<file path="src/rtl/vseq_pkg.sv">
package vseq_pkg;

  typedef enum logic [2:0] {
    MD_A     = 3'd0,
    MD_B     = 3'd1,
    MD_T     = 3'd2,
    MD_ADD   = 3'd3,
    MD_ALT2  = 3'd4,
    MD_ALT3  = 3'd5,
    MD_CHOP2 = 3'd6,
    MD_CHOP3 = 3'd7
  } modeE;

  typedef struct packed {
    logic restart;
    logic step;
    logic threeWay;
  } seqCtlS;

  localparam logic [1:0] PH_A = 2'd0;
  localparam logic [1:0] PH_B = 2'd1;
  localparam logic [1:0] PH_T = 2'd2;

endpackage

</file>
<file path="src/rtl/vseq_ctrl.sv">
module vseq_ctrl
  import vseq_pkg::*;
#(
  parameter int CHOP_DIV = 100
) (
  input  logic   clk,
  input  logic   rst,
  input  logic   btnA,
  input  logic   btnB,
  input  logic   btnTrig,
  input  logic   btnChop,
  input  logic   btnAlt,
  input  logic   btnAdd,
  input  logic   altPulse,
  output seqCtlS ctl,
  output modeE   modeQ
);

  localparam int CW = (CHOP_DIV > 1) ? $clog2(CHOP_DIV) : 1;
  localparam logic [CW-1:0] LAST = CW'(CHOP_DIV - 1);

  modeE modeNow;
  logic altPrev;
  logic altRise;
  logic chopRun;
  logic chopTick;
  logic restart;
  logic [1:0] selCount;

  assign selCount = 2'(btnA) + 2'(btnB) + 2'(btnTrig);

  always_comb begin
    if (btnAdd) begin
      modeNow = MD_ADD;
    end else if (btnAlt) begin
      modeNow = btnTrig ? MD_ALT3 : MD_ALT2;
    end else if (btnChop) begin
      modeNow = btnTrig ? MD_CHOP3 : MD_CHOP2;
    end else if (selCount == 2'd1) begin
      if (btnB)         modeNow = MD_B;
      else if (btnTrig) modeNow = MD_T;
      else              modeNow = MD_A;
    end else begin
      modeNow = MD_A;
    end
  end

  assign restart = (modeNow != modeQ);
  assign chopRun = (modeNow == MD_CHOP2) || (modeNow == MD_CHOP3);

  always_ff @(posedge clk) begin
    if (rst) begin
      modeQ   <= MD_A;
      altPrev <= 1'b0;
    end else begin
      modeQ   <= modeNow;
      altPrev <= altPulse;
    end
  end

  assign altRise = altPulse && !altPrev;

  generate
    if (CHOP_DIV <= 1) begin : g_tickEvery
      assign chopTick = chopRun && !restart;
    end else begin : g_tickDiv
      logic [CW-1:0] divCnt;
      always_ff @(posedge clk) begin
        if (rst || restart || !chopRun) begin
          divCnt <= '0;
        end else if (divCnt == LAST) begin
          divCnt <= '0;
        end else begin
          divCnt <= divCnt + 1'b1;
        end
      end
      assign chopTick = chopRun && !restart && (divCnt == LAST);
    end
  endgenerate

  always_comb begin
    ctl.restart  = restart;
    ctl.threeWay = (modeNow == MD_ALT3) || (modeNow == MD_CHOP3);
    ctl.step     = chopTick ||
                   (!restart && altRise &&
                    ((modeNow == MD_ALT2) || (modeNow == MD_ALT3)));
  end

endmodule

</file>
<file path="src/rtl/vseq_path.sv">
module vseq_path
  import vseq_pkg::*;
(
  input  logic   clk,
  input  logic   rst,
  input  seqCtlS ctl,
  input  modeE   modeQ,
  output logic   enA,
  output logic   enB,
  output logic   enTrig,
  output logic   addOn
);

  logic [1:0] phase;
  logic [1:0] phaseNext;

  always_comb begin
    unique case (phase)
      PH_A:    phaseNext = PH_B;
      PH_B:    phaseNext = ctl.threeWay ? PH_T : PH_A;
      default: phaseNext = PH_A;
    endcase
  end

  always_ff @(posedge clk) begin
    if (rst || ctl.restart) begin
      phase <= PH_A;
    end else if (ctl.step) begin
      phase <= phaseNext;
    end
  end

  always_comb begin
    enA    = 1'b0;
    enB    = 1'b0;
    enTrig = 1'b0;
    addOn  = 1'b0;
    unique case (modeQ)
      MD_ADD: begin
        enA   = 1'b1;
        enB   = 1'b1;
        addOn = 1'b1;
      end
      MD_B: enB    = 1'b1;
      MD_T: enTrig = 1'b1;
      MD_ALT2, MD_ALT3, MD_CHOP2, MD_CHOP3: begin
        enA    = (phase == PH_A);
        enB    = (phase == PH_B);
        enTrig = (phase == PH_T);
      end
      default: enA = 1'b1;
    endcase
  end

endmodule

</file>
<file path="src/rtl/vchan_sequencer.sv">
module vchan_sequencer
  import vseq_pkg::*;
#(
  parameter int CHOP_DIV = 100
) (
  input  logic clk,
  input  logic rst,
  input  logic btnA,
  input  logic btnB,
  input  logic btnTrig,
  input  logic btnChop,
  input  logic btnAlt,
  input  logic btnAdd,
  input  logic altPulse,
  output logic enA,
  output logic enB,
  output logic enTrig,
  output logic addOn
);

  seqCtlS ctl;
  modeE   modeQ;

  vseq_ctrl #(.CHOP_DIV(CHOP_DIV)) u_ctrl (
    .clk(clk), .rst(rst),
    .btnA(btnA), .btnB(btnB), .btnTrig(btnTrig),
    .btnChop(btnChop), .btnAlt(btnAlt), .btnAdd(btnAdd),
    .altPulse(altPulse),
    .ctl(ctl), .modeQ(modeQ)
  );

  vseq_path u_path (
    .clk(clk), .rst(rst),
    .ctl(ctl), .modeQ(modeQ),
    .enA(enA), .enB(enB), .enTrig(enTrig), .addOn(addOn)
  );

endmodule

</file>
<file path="config.mk">
export PLATFORM = sky130hd
export DESIGN_NAME = vchan_sequencer
export DESIGN_NICKNAME = d
export VERILOG_FILES = /design/src/rtl/vseq_pkg.sv /design/src/rtl/vseq_ctrl.sv /design/src/rtl/vseq_path.sv /design/src/rtl/vchan_sequencer.sv
export SDC_FILE = /design/constraint.sdc
export NUM_CORES = 1
export LEC_CHECK = 0
export BUFFER_PORTS_ARGS = -buffer_cell sky130_fd_sc_hd__buf_4
export CORE_MARGIN = 4
export CORE_UTILIZATION = 55
export CTS_BUF_LIST = sky130_fd_sc_hd__clkbuf_8
export CTS_CLUSTER_SIZE = 16
export DETAILED_ROUTE_END_ITERATION = 6
export PLACE_DENSITY = 0.78
export SLEW_MARGIN = 10
export SYNTH_ARGS = -nofsm -noshare
export SYNTH_HDL_FRONTEND = slang
export SYNTH_SLANG_ARGS = --single-unit
</file>
<file path="constraint.sdc">
create_clock -name clk -period 2.9 [get_ports clk]
set_input_delay 0.58 -clock clk [delete_from_list [all_inputs] [get_ports clk]]
set_output_delay 0.58 -clock clk [all_outputs]
set_load 0.01 [all_outputs]
</file>
==> results.sh, run 1 <==
export IMPL_routedWlPerCell_um=13.6
export IMPL_cts_root_buf="clkbuf_8"
export IMPL_hpwl_um=1210
export IMPL_synth_seq_area_share=0.336
export IMPL_whs_ns=0.502
export IMPL_synth_edff_count=0
export IMPL_syn_area_per_cell_um2=8.90
export IMPL_vdd_ir_drop_max_mv=0.316
export IMPL_yosysUniqueCellTypes=34
export IMPL_rsz0062_at_grt="false"
export IMPL_async_reset_ff_frac=0
export IMPL_layout_drive_gt1_share=0.210
export IMPL_worstSetupPathType="primary input to flip-flop"
export IMPL_setup_tns_ns=0
export IMPL_ctsHoldBuffers=0
export IMPL_cts_resized=0
export IMPL_finalSetupViolCount=0
export IMPL_rows=13
export IMPL_start_util=0.588
export IMPL_min_period_over_period=0.792
export IMPL_postCtsSetupBuffers=0
export IMPL_synth_top_flop_cell="dfxtp_1"
export IMPL_cp_max_fo=9
export IMPL_antenna_found_initial=0
export IMPL_synthesis_area_um2=774
export IMPL_drt_pre_antenna_iters=4
export IMPL_gr_usage_all_layers=0.180
export IMPL_grt_ovfl_total=0
export IMPL_hold_path_class="flip-flop to flip-flop"
export IMPL_fin_crit_ns=2.30
export IMPL_area_growth_synth_to_final_pct=17.4
export IMPL_diodes=0
export IMPL_wl_um=1560
export IMPL_arrival_ns=2.43
export IMPL_worst_setup_path_end_kind="flip-flop"
export IMPL_gp_congestion=0.886
export IMPL_grt_max_degree=14
export IMPL_final_common_cell="dfxtp_1"
export IMPL_slew_headroom=0.686
export IMPL_required_ns=3.03
export IMPL_final_cell_mix="13 x dfxtp_1, 12 x buf_4, 8 x nor2_1, 6 x nand2_1, 5 x o21ai_0"
export IMPL_antenna_left=0
export IMPL_critPathLaunchType="primary input"
export IMPL_placed_cell_area_um2=865
export IMPL_vias_per_cell=5.80
export IMPL_finalHoldViolCount=0
export IMPL_maxCapViolCount=0
export IMPL_outcome="completed"
export IMPL_vias=667
export IMPL_dieArea_mm2=0.00207
export IMPL_finalMaxSlewViolations=0
export IMPL_clkTransAtPathRegs_ns=0.05
export IMPL_cts_tree="done"
export IMPL_p_leak_nw=0.323
export IMPL_fin_area_um2=910
export IMPL_ys_ff_latch=13
export IMPL_clock_path_buffers=2
export IMPL_cts_buffers=3
export IMPL_grt_pass1_vias=603
export IMPL_power_density_mw_per_mm2=436
export IMPL_worstMarginPinSlew_ns=0.471
export IMPL_synth_nets=98
export IMPL_ys_warn_count=0
export IMPL_htreeDepth=1
export IMPL_ios=13
export IMPL_cts_sinks=13
export IMPL_syn_inst=87
export IMPL_coreArea_mm2=0.00132
export IMPL_port_buffer_count=12
export IMPL_drc_errors=0
export IMPL_final_nets=112
export IMPL_dieWidth_um=45.5
export IMPL_first_iter_violations=9
export IMPL_fmax_mhz=436
export IMPL_die_height_um=45.5
export IMPL_finClkSkew_ns=0.00587
export IMPL_clk_latency_ns=0.24
export IMPL_grt_first_pass_wirelength_um=2690
layer usage:
layer,up-vias,GRT usage,wire [um]
met5,-,0,0
met3,2,0.0593,77
li1,348,-,-
met2,15,0.276,736
met4,0,0.0526,12
met1,302,0.240,737
path summary, 6_finish.rpt:
kind                              startpoint                         end  slack (ns)  depth (start not counted)
setup reg to reg             u_ctrl.modeQ[2]  u_ctrl.g_tickDiv.divCnt[6]        1.00                          5
hold / removal    u_ctrl.g_tickDiv.divCnt[0]  u_ctrl.g_tickDiv.divCnt[0]        0.50                          1
setup / recovery                        btnA  u_ctrl.g_tickDiv.divCnt[6]        0.60                          7
hold reg to reg   u_ctrl.g_tickDiv.divCnt[0]  u_ctrl.g_tickDiv.divCnt[0]        0.50                          1
stage by stage:
| stage | worst slack, ns | util | total power, mW | instances |
|---|---|---|---|---|
| 2_1_floorplan | 0.655 | - | 0.226 | 87 |
| 3_3_place_gp | 0.388 | 0.656 | 0.248 | 111 |
| 3_5_place_dp | 0.342 | 0.656 | 0.250 | 111 |
| 4_1_cts | 0.601 | 0.690 | 0.403 | 115 |
| 5_1_grt | 0.449 | 0.690 | 0.417 | 115 |
| 6_report | 0.604 | 0.690 | 0.396 | 115 |
area by class of cell:
| type | instances | area (um^2) |
|---|---|---|
| Multi-Input combinational cell | 69 | 488 |
| Clock inverter | 1 | 3.75 |
| Clock buffer | 3 | 41.3 |
| Tap cell | 15 | 18.8 |
| Timing Repair Buffer | 12 | 90.1 |
| Fill cell | 104 | 408 |
| Sequential cell | 13 | 260 |
| Inverter | 2 | 7.51 |
cells in the mapped netlist (all sizes together), types with 3 or more instances:
library cell,n,share of area
nor3,3,0.019
nor4,4,0.032
o21ai,5,0.032
nor2b,4,0.032
nand2,6,0.029
xor2,3,0.034
nor2,8,0.039
a21oi,4,0.026
nand3,4,0.026
xnor2,3,0.034
nand3b,3,0.029
dfxtp,13,0.34
critical path, stage by stage:
cell	delay (ns)
buf_4	0.11
fa_1	0.55
and4bb_2	0.26
nor3b_1	0.06
a211oi_1	0.21
a41oi_2	0.31
nor4_1	0.35
state kept, by name (all words and copies together), names as in the netlist:
register,count
u_ctrl.altPrev,1
u_ctrl.g_tickDiv.divCnt,7
u_ctrl.modeQ,3
u_path.phase,2
power breakdown:
| part | internal [mW] | switching, mW |
|---|---|---|
| clock | 0.0929 | 0.0570 |
| combinational | 0.0292 | 0.0288 |
| sequential | 0.183 | 0.00592 |
| total | 0.305 | 0.0917 |
logic make-up (layout without fill, tap and decap cells):
| logic type | count (synthesis) | in the layout | share of synthesized area |
|---|---|---|---|
| simple gates | 42 | 42 | 0.331 |
| compound gates | 16 | 16 | 0.149 |
| flops | 13 | 13 | 0.336 |
| xor+xnor | 6 | 6 | 0.0679 |
| buf+inv | 5 | 18 | 0.0339 |
| mux | 3 | 3 | 0.0404 |
| fa+ha+maj | 2 | 2 | 0.0420 |
Power figures use the tool's default switching activity.
==> run 2: changes to the inputs <==
--- a/config.mk
+++ b/config.mk
@@ -7,11 +7,11 @@
 export LEC_CHECK = 0
 export BUFFER_PORTS_ARGS = -buffer_cell sky130_fd_sc_hd__buf_4
 export CORE_MARGIN = 4
-export CORE_UTILIZATION = 55
+export CORE_UTILIZATION = 51
 export CTS_BUF_LIST = sky130_fd_sc_hd__clkbuf_8
 export CTS_CLUSTER_SIZE = 16
 export DETAILED_ROUTE_END_ITERATION = 6
-export PLACE_DENSITY = 0.78
+export PLACE_DENSITY = 0.76
 export SLEW_MARGIN = 10
 export SYNTH_ARGS = -nofsm -noshare
 export SYNTH_HDL_FRONTEND = slang
==> constraint.sdc (replaced) <==
create_clock -name clk -period 2.03 [get_ports clk]
set_input_delay 0.406 -clock clk [delete_from_list [all_inputs] [get_ports clk]]
set_output_delay 0.406 -clock clk [all_outputs]
set_load 0.01 [all_outputs]
==> run 2 against run 1 <==
Effect of this change: worst setup slack worse by 0.58 ns; non-clock buffer count is 7 higher; critical path type unchanged; largest power group unchanged; cell area is 11% higher; worst hold slack worse by 0.14 ns; clock-buffer cell count stayed put; via count is 11% higher; clock skew hardly changed; critical endpoint is now u_ctrl.g_tickDiv.divCnt[5].
==> results.sh, run 2 (synthesis results as in run 1) <==
export IMPL_grt_pass1_vias=663
export IMPL_antenna_left=0
export IMPL_dieWidth_um=47.0
export IMPL_max_stage_delay_ns=0.55
export IMPL_worstPathCellList="buf_6, fa_1, and4bb_2, nor3b_2, a211oi_2, a41oi_4, nor4_2"
export IMPL_setup_tns_ns=0
export IMPL_startpoint="btnTrig"
export IMPL_arrival_ns=2.16
export IMPL_dieArea_mm2=0.00221
export IMPL_r2r_end="u_ctrl.g_tickDiv.divCnt[5]"
export IMPL_final_cells=122
export IMPL_ctsHoldBuffers=0
export IMPL_ios=13
export IMPL_min_period_over_period=0.987
export IMPL_p_leak_nw=0.363
export IMPL_cts_sinks=13
export IMPL_start_util=0.567
export IMPL_largestRegisters="u_ctrl.g_tickDiv.divCnt x7, u_ctrl.modeQ x3, u_path.phase x2"
export IMPL_drc_errors=0
export IMPL_r2r_start="u_ctrl.modeQ[2]"
export IMPL_power_switching_mw=0.149
export IMPL_coreArea_mm2=0.00137
export IMPL_clock_path_buffers=2
export IMPL_clk_latency_ns=0.25
export IMPL_outcome="completed"
export IMPL_die_height_um=47.0
export IMPL_worstSetupPathType="primary input to flip-flop"
export IMPL_vias_per_cell=6.07
export IMPL_internal_power_mw=0.447
export IMPL_grt_max_degree=14
export IMPL_power_density_mw_per_mm2=592
export IMPL_p_seq_frac=0.448
export IMPL_wl_um=1790
export IMPL_whs_ns=0.365
export IMPL_critical_path_endpoint="u_ctrl.g_tickDiv.divCnt[5]"
export IMPL_place_inst=117
export IMPL_cp_buffers_inverters=1
export IMPL_fmax_mhz=499
export IMPL_gr_usage_all_layers=0.182
export IMPL_cts_tree="done"
export IMPL_maxCapViolCount=0
export IMPL_worst_setup_path_end_kind="flip-flop"
export IMPL_htreeDepth=1
export IMPL_required_ns=2.18
export IMPL_grt_ovfl_total=0
export IMPL_top_register="u_ctrl.g_tickDiv.divCnt"
export IMPL_critPathLaunchType="primary input"
export IMPL_hold_path_class="primary input to flip-flop"
export IMPL_port_buffer_count=12
export IMPL_power_frac_comb=0.174
export IMPL_rsz0062_at_grt="true"
export IMPL_nFillCells=110
export IMPL_swShare=0.250
export IMPL_final_util=0.736
export IMPL_final_nets=119
export IMPL_gp_congestion=0.836
export IMPL_cp_max_fo=8
export IMPL_clkTransAtPathRegs_ns=0.06
export IMPL_vias=741
export IMPL_vdd_ir_drop_max_mv=0.529
export IMPL_largest_reg_flops=7
export IMPL_drt_pre_antenna_iters=4
export IMPL_final_common_cell="buf_4"
export IMPL_finalSetupViolCount=0
export IMPL_area_growth_synth_to_final_pct=29.9
export IMPL_cts_root_buf="clkbuf_8"
export IMPL_hpwl_um=1320
export IMPL_p_total_mw=0.596
export IMPL_layout_drive_gt1_share=0.308
export IMPL_finalMaxSlewViolations=0
export IMPL_finClkSkew_ns=0.00624
export IMPL_cp_num_cells=7
export IMPL_finalHoldViolCount=0
export IMPL_pwr_share_clk=0.378
export IMPL_antenna_found_initial=0
export IMPL_rows=13
export IMPL_diodes=0
export IMPL_worstMarginPinSlew_ns=0.501
export IMPL_first_iter_violations=30
export IMPL_slowest_stage="fa_1"
export IMPL_cpLargestDelayFamily="simple AND/OR/NAND/NOR gates"
export IMPL_final_cell_mix="18 x buf_4, 13 x dfxtp_1, 8 x nor2_1, 6 x nand2_1, 5 x o21ai_0"
export IMPL_reg2regPathDepth=5
export IMPL_routedWlPerCell_um=14.7
export IMPL_fin_crit_ns=2.00
export IMPL_rrSetupSlack_ns=0.20
export IMPL_slew_headroom=0.665
export IMPL_grt_first_pass_wirelength_um=2760
export IMPL_cts_buffers=3
==> run 2: stage by stage <==
step | area, um^2 | worst slack (ns)
CTS | 965 | -0.0172
detailed placement | 920 | -0.283
global route | 1010 | -0.0591
floorplan | 785 | 0.0311
global placement | 920 | -0.202
finish | 1010 | 0.0274
==> run 2: worst reg2reg max path: stages, from the launching register on <==
cell,delay [ns]
dfxtp_1,0.30
or3_4,0.38
a211oi_2,0.35
a32o_1,0.29
a41oi_4,0.09
nor4_2,0.33
==> run 2: cell type report <==
type | count | area (um^2) | area share
clock buffer | 3 | 41.3 | 0.0410
clock inverter | 1 | 3.75 | 0.00373
inverter | 2 | 7.51 | 0.00746
multi-input combinational | 69 | 528 | 0.525
sequential | 13 | 260 | 0.259
tap | 15 | 18.8 | 0.0187
timing repair buffer | 19 | 146 | 0.146
==> run 2: power by group through the flow <==
stage / logic (mW) / clock network (mW) / registers (mW)
after floorplan: 0.0544 / 0 / 0.270
after global placement: 0.0945 / 0 / 0.272
after detailed placement: 0.0974 / 0 / 0.272
after CTS: 0.0978 / 0.227 / 0.267
after global routing: 0.112 / 0.242 / 0.268
final: 0.104 / 0.225 / 0.267
==> run 2: how the worst min path moves through the flow <==
| stage | from | to | depth (start not counted) |
|---|---|---|---|
| 2_1_floorplan | u_ctrl.g_tickDiv.divCnt[0] | u_ctrl.g_tickDiv.divCnt[0] | 1 |
| 3_3_place_gp | u_ctrl.g_tickDiv.divCnt[0] | u_ctrl.g_tickDiv.divCnt[0] | 1 |
| 3_5_place_dp | u_ctrl.g_tickDiv.divCnt[0] | u_ctrl.g_tickDiv.divCnt[0] | 1 |
| 4_1_cts | btnAdd | u_ctrl.modeQ[2] | 2 |
| 5_1_grt | btnAdd | u_ctrl.modeQ[2] | 2 |
| 6_report | rst | u_ctrl.altPrev | 2 |
==> run 2: metal layers <==
| layer | wire length (um) | share of wire | track usage |
|---|---|---|---|
| met1 | 845 | 0.47 | 0.225 |
| met2 | 810 | 0.45 | 0.290 |
| met3 | 114 | 0.064 | 0.0575 |
| met4 | 21 | 0.012 | 0.0829 |
| met5 | 0 | 0 | 0 |
==> run 2: what timing repair did <==
action,in CTS,in global routing
pin swaps,0,2
setup endpoints to repair,2,7
buffers inserted,0,1
gates resized for setup,0,5
